### config.mk
export PLATFORM = sky130hd
export DESIGN_NAME = sram_cycle_ctrl
export DESIGN_NICKNAME = d
export VERILOG_FILES = /design/src/rtl/sram_ctrl_pkg.sv /design/src/rtl/sram_phase_timer.sv /design/src/rtl/sram_req_hold.sv /design/src/rtl/sram_cycle_ctrl.sv
export SDC_FILE = /design/constraint.sdc
export NUM_CORES = 1
export LEC_CHECK = 0
export ABC_AREA = 0
export BUFFER_PORTS_ARGS = -buffer_cell sky130_fd_sc_hd__buf_4
export CORE_MARGIN = 10
export CORE_UTILIZATION = 40
export DETAILED_ROUTE_END_ITERATION = 10
export PLACE_DENSITY = 0.73
export SLEW_MARGIN = 10
export SYNTH_ARGS = -nofsm -noshare
export SYNTH_HDL_FRONTEND = slang
export SYNTH_SLANG_ARGS = --single-unit
export TNS_END_PERCENT = 100
### constraint.sdc
create_clock -name clk -period 2.97 [get_ports clk]
set_input_delay 0.4455 -clock clk [delete_from_list [all_inputs] [get_ports clk]]
set_output_delay 0.4455 -clock clk [all_outputs]
set_load 0.01 [all_outputs]
### src/rtl/sram_ctrl_pkg.sv
package sram_ctrl_pkg;
   typedef enum logic [2:0] {
      PH_IDLE,
      PH_SETUP,
      PH_STROBE,
      PH_RECOV,
      PH_TURN
   } phase_e;
endpackage

### src/rtl/sram_phase_timer.sv
// Down counter that measures the length of the current phase.
module sram_phase_timer #(
   parameter int CNT_W = 2
) (
   input  logic             clk,
   input  logic             rst_n,
   input  logic             load,
   input  logic [CNT_W-1:0] load_val,
   output logic             done
);
   logic [CNT_W-1:0] cnt_q;

   always_ff @(posedge clk) begin
      if (!rst_n)
         cnt_q <= '0;
      else if (load)
         cnt_q <= load_val;
      else if (cnt_q != '0)
         cnt_q <= cnt_q - 1'b1;
   end

   assign done = (cnt_q == '0);
endmodule

### src/rtl/sram_req_hold.sv
// Holds the accepted request for the length of the access.
module sram_req_hold #(
   parameter int ADDR_W = 14,
   parameter int DATA_W = 4
) (
   input  logic              clk,
   input  logic              rst_n,
   input  logic              capture,
   input  logic [ADDR_W-1:0] addr_in,
   input  logic [DATA_W-1:0] data_in,
   input  logic              wr_in,
   output logic [ADDR_W-1:0] addr_q,
   output logic [DATA_W-1:0] data_q,
   output logic              wr_q
);
   always_ff @(posedge clk) begin
      if (!rst_n) begin
         addr_q <= '0;
         data_q <= '0;
         wr_q   <= 1'b0;
      end else if (capture) begin
         addr_q <= addr_in;
         data_q <= data_in;
         wr_q   <= wr_in;
      end
   end
endmodule

### src/rtl/sram_cycle_ctrl.sv
module sram_cycle_ctrl
   import sram_ctrl_pkg::*;
#(
   parameter int ADDR_W    = 14,
   parameter int DATA_W    = 4,
   parameter int SETUP_CYC = 1,
   parameter int PULSE_CYC = 2,
   parameter int RECOV_CYC = 1,
   parameter int TURN_CYC  = 1
) (
   input  logic              clk,
   input  logic              rst_n,
   input  logic              req_valid,
   output logic              req_ready,
   input  logic              req_write,
   input  logic [ADDR_W-1:0] req_addr,
   input  logic [DATA_W-1:0] req_wdata,
   output logic              rsp_valid,
   output logic [DATA_W-1:0] rsp_rdata,
   output logic [ADDR_W-1:0] mem_addr,
   output logic              mem_ce_n,
   output logic              mem_we_n,
   output logic              mem_oe_n,
   output logic [DATA_W-1:0] mem_dq_out,
   output logic              mem_dq_oe,
   input  logic [DATA_W-1:0] mem_dq_in
);
   localparam int MAX_AB  = (SETUP_CYC > PULSE_CYC) ? SETUP_CYC : PULSE_CYC;
   localparam int MAX_CD  = (RECOV_CYC > TURN_CYC) ? RECOV_CYC : TURN_CYC;
   localparam int MAX_LEN = (MAX_AB > MAX_CD) ? MAX_AB : MAX_CD;
   localparam int CNT_W   = (MAX_LEN > 1) ? $clog2(MAX_LEN) : 1;

   // Elaboration-time parameter checks
   generate
      if (ADDR_W < 1 || DATA_W < 1) begin : g_bad_width
         $error("sram_cycle_ctrl: address and data widths must be positive");
      end
      if (SETUP_CYC < 1) begin : g_bad_setup
         $error("sram_cycle_ctrl: SETUP_CYC must be at least 1");
      end
      if (PULSE_CYC < 2) begin : g_bad_pulse
         $error("sram_cycle_ctrl: PULSE_CYC must be at least 2 (driver waits one strobe cycle)");
      end
      if (RECOV_CYC < 1) begin : g_bad_recov
         $error("sram_cycle_ctrl: RECOV_CYC must be at least 1");
      end
      if (TURN_CYC < 1) begin : g_bad_turn
         $error("sram_cycle_ctrl: TURN_CYC must be at least 1");
      end
   endgenerate

   phase_e           phase_q, phase_d;
   logic             accept;
   logic             tmr_done;
   logic             op_wr_q, op_wr_nx;
   logic [CNT_W-1:0] len_m1;

   assign req_ready = (phase_q == PH_IDLE);
   assign accept    = req_valid && req_ready;
   assign op_wr_nx  = accept ? req_write : op_wr_q;

   always_comb begin
      phase_d = phase_q;
      unique case (phase_q)
         PH_IDLE:   if (accept)   phase_d = PH_SETUP;
         PH_SETUP:  if (tmr_done) phase_d = PH_STROBE;
         PH_STROBE: if (tmr_done) phase_d = PH_RECOV;
         PH_RECOV:  if (tmr_done) phase_d = op_wr_q ? PH_IDLE : PH_TURN;
         PH_TURN:   if (tmr_done) phase_d = PH_IDLE;
         default:                 phase_d = PH_IDLE;
      endcase
   end

   always_comb begin
      unique case (phase_d)
         PH_SETUP:  len_m1 = CNT_W'(SETUP_CYC - 1);
         PH_STROBE: len_m1 = CNT_W'(PULSE_CYC - 1);
         PH_RECOV:  len_m1 = CNT_W'(RECOV_CYC - 1);
         PH_TURN:   len_m1 = CNT_W'(TURN_CYC - 1);
         default:   len_m1 = '0;
      endcase
   end

   always_ff @(posedge clk) begin
      if (!rst_n) phase_q <= PH_IDLE;
      else        phase_q <= phase_d;
   end

   sram_phase_timer #(.CNT_W(CNT_W)) u_timer (
      .clk      (clk),
      .rst_n    (rst_n),
      .load     (phase_d != phase_q),
      .load_val (len_m1),
      .done     (tmr_done)
   );

   sram_req_hold #(.ADDR_W(ADDR_W), .DATA_W(DATA_W)) u_hold (
      .clk     (clk),
      .rst_n   (rst_n),
      .capture (accept),
      .addr_in (req_addr),
      .data_in (req_wdata),
      .wr_in   (req_write),
      .addr_q  (mem_addr),
      .data_q  (mem_dq_out),
      .wr_q    (op_wr_q)
   );

   // Strobes are registered from the next phase so the pins never glitch.
   always_ff @(posedge clk) begin
      if (!rst_n) begin
         mem_ce_n  <= 1'b1;
         mem_we_n  <= 1'b1;
         mem_oe_n  <= 1'b1;
         mem_dq_oe <= 1'b0;
      end else begin
         mem_ce_n  <= !(phase_d == PH_SETUP || phase_d == PH_STROBE);
         mem_we_n  <= !(phase_d == PH_STROBE && op_wr_nx);
         mem_oe_n  <= !(phase_d == PH_STROBE && !op_wr_nx);
         // driver only from the second strobe cycle on
         mem_dq_oe <= (phase_d == PH_STROBE) && (phase_q == PH_STROBE) && op_wr_nx;
      end
   end

   // Read sample at the edge closing the last strobe cycle
   always_ff @(posedge clk) begin
      if (!rst_n) begin
         rsp_valid <= 1'b0;
         rsp_rdata <= '0;
      end else begin
         rsp_valid <= 1'b0;
         if (phase_q == PH_STROBE && tmr_done && !op_wr_q) begin
            rsp_valid <= 1'b1;
            rsp_rdata <= mem_dq_in;
         end
      end
   end

   assert_ready_idle_R2: assert property (@(posedge clk) disable iff (!rst_n)
      req_ready |-> (mem_ce_n && mem_we_n && mem_oe_n && !mem_dq_oe));

   assert_oe_framed_R3: assert property (@(posedge clk) disable iff (!rst_n)
      !mem_oe_n |-> !mem_ce_n);

   assert_rsp_pulse_R4: assert property (@(posedge clk) disable iff (!rst_n)
      rsp_valid |=> !rsp_valid);

   assert_oe_off_in_write_R6: assert property (@(posedge clk) disable iff (!rst_n)
      !mem_we_n |-> mem_oe_n);

   assert_drive_after_we_R7: assert property (@(posedge clk) disable iff (!rst_n)
      mem_dq_oe |-> (!mem_we_n && !$past(mem_we_n)));

   assert_addr_hold_R8: assert property (@(posedge clk) disable iff (!rst_n)
      !$stable(mem_addr) |-> (mem_we_n && $past(mem_we_n)));

   assert_no_contention_R9: assert property (@(posedge clk) disable iff (!rst_n)
      mem_dq_oe |-> mem_oe_n);

   assert_turn_after_read_R9: assert property (@(posedge clk) disable iff (!rst_n)
      $rose(mem_oe_n) |=> !req_ready);
endmodule

==> metrics.txt <==
DR pass1 iterations=4; register area share after synthesis=0.4956; Crit Reg-Reg Startpoint=phase_q[1]; Area growth syn-to-layout=35.04%; Tot GR Track Use=0.1060; H-tree depth=2; post-layout util=0.5671; R2R cell count=3; # resized after CTS=0; hold_sp=req_addr[8]; port bufs=between 50 and 60; Via density=roughly 4.7; Antenna diodes=0; final estimated routing congestion in global placement=~0.76; crit path DAT=approximately 2.0 ns; worst slew pin tran=slightly below 0.8 ns; Synth warnings=0; Req. time, crit path=around 3.2 ns; Max IR drop VDD=0.2778 mV; nets@finish=between 200 and 250; Final Hold Vio Count=0; worst r2r dst=u_hold.addr_q[10]; Slew Limit Fails=0; core area=3078 um2; Die W=slightly below 80 um; DP Wirelength=around 2400 um; DR vias=between 1,000 and 1,500; DIE HEIGHT=slightly below 80 um; total power=just over 0.9 mW; PD cells=~530 nW/um2; row cnt=20; design area=between 1500 and 2000 um2; Hold Path End=u_hold.addr_q[8]; clk root buf=clkbuf_4; # setup viols final=0; RSZ-0062 raised after global routing=false; Synth Area per Inst=between 9 and 10 um2; CTS buffer count=5; static leakage power=a little under 0.8 nW; worst hold path depth=3; clock period minus worst slack=about 1.7 ns; CP Capture Type=flop; Die Area=5905 um2; initial antenna violation count=0; setup bufs post-CTS=0; crit share post-route=0.5856; placed inst area=approximately 1700 um2; most common cell after layout, fill and taps aside=buf_4; FMAX=between 0.5 and 0.6 GHz; CTS Sinks=32; largest net degree at the start of global routing=31; I/O pins=54; worst slack at placement=around 1.2 ns; setup TNS=0 ns; CTS max path bufs=2; Post-DRT Antenna Nets=0; reg2reg setup slack=~1.2 ns; Iter 0 DRT Violations=49; Max transition margin=0.4849; routed wire length=approximately 3100 um; post-synthesis cell area=between 1000 and 1500 um2; grt ovf=0; clock skew=0.01350 ns; number of global-route vias before repair=around 1,100; critical path class=flop to flop; Syn Inst Count=about 140; drt drc=0; CTS tree=yes; status=finished, final reports clean; max cap viols=0; HP Class=input pin to flop; Worst-Skew Late Latency=between 0.3 and 0.4 ns; Initial Util=0.4199; critical path peak fanout=18; most frequent cells in the layout=buf_4 (54), nand2_1 (37), dfxtp_1 (32); setup ws final=about 1.2 ns; Post-CTS Hold Buffers=0; share of cells above drive strength 1=0.3958; clock slew seen by the registers of the worst setup and hold paths=approximately 0.10 ns; first-pass GRT wire length=roughly 5000 um; WL/cell=around 13 um; net count after synthesis=about 170; Yosys reg bits=32; critical path startpoint category=flop; Netlist cell types=28
critical path: stages (launching register included):
cell and delay [ns]:
dfxtp_1 0.45, or4b_1 0.93, nand2_1 0.20, a21boi_1 0.08
kinds of logic after synthesis:
family,count (synthesis),synth area share
flip-flops,32,0.4956
buffers and inverters,10,0.05613
AO/OA/AOI/OAI,25,0.1365
multiplexers,5,0.03872
AND/OR/NAND/NOR,67,0.2730
layout make-up:
type                            count  area [um2]
Clock buffer                        6       51.30
Clock inverter                      2       10.01
Fill cell                         294        1333
Inverter                            1       3.754
Multi-Input combinational cell     97       579.3
Sequential cell                    32       640.6
Tap cell                           44       55.05
Timing Repair Buffer               54       405.4
how the worst max path moves through the flow:
stage	start	endpoint	slack, ns	depth (start not counted)
after floorplan	phase_q[2]	u_hold.addr_q[0]	1.58	5
after global placement	req_valid	u_hold.addr_q[10]	1.24	4
after detailed placement	req_valid	u_hold.addr_q[10]	1.20	4
after CTS	phase_q[1]	u_hold.addr_q[10]	1.22	3
after global routing	phase_q[1]	u_hold.addr_q[10]	1.12	3
final	phase_q[1]	u_hold.addr_q[10]	1.23	3
layer usage:
layer | routed length [um] | vias up | GRT usage
li1 | - | 560 | -
met1 | 1305 | 510 | 0.1252
met2 | 1508 | 39 | 0.1644
met3 | 275 | 2 | 0.05478
met4 | 8 | 0 | 0.02788
met5 | 0 | - | 0
per-stage QoR:
step                      std cells  hold slack, ns
after floorplan                 139          0.4790
after global placement          228          0.4440
after global routing            236          0.3411
final                           236          0.3537
after detailed placement        228          0.4512
after CTS                       236          0.3435
cell usage after synthesis, drive strengths merged:
| library cell | instances | area, um2 |
|---|---|---|
| nor2 | 4 | 15.01 |
| inv | 1 | 3.750 |
| nor2b | 2 | 12.51 |
| and4bb | 1 | 12.51 |
| nand2 | 47 | 201.4 |
| or3 | 1 | 6.260 |
| o21a | 1 | 7.510 |
| o21ai | 3 | 15.01 |
| nor3 | 2 | 10.01 |
| or3b | 1 | 11.26 |
| and4 | 1 | 8.760 |
| or4b | 1 | 10.01 |
| buf | 5 | 53.79 |
| nor4b | 1 | 23.77 |
| nand3b | 1 | 7.510 |
| mux2i | 5 | 50.05 |
| dfxtp | 32 | 640.6 |
| a21oi | 3 | 18.77 |
| and2 | 1 | 6.260 |
| nor4 | 1 | 6.260 |
| a21boi | 18 | 135.1 |
| clkbuf | 4 | 15.01 |
| nand2b | 3 | 21.27 |
where the power goes:
part	internal [mW]	switching, mW	leakage (nW)
clock	0.112	0.139	0.0380
sequential	0.462	0.0293	0.262
combinational	0.0984	0.0891	0.468
registers in the layout, summed over array words and instances, names as in the netlist:
register       count
mem_ce_n           1
mem_dq_oe          1
mem_oe_n           1
mem_we_n           1
phase_q            3
rsp_rdata          4
rsp_valid          1
u_hold.addr_q     14
u_hold.data_q      4
u_hold.wr_q        1
u_timer.cnt_q      1
No activity file was read; power rests on OpenSTA's default activity.
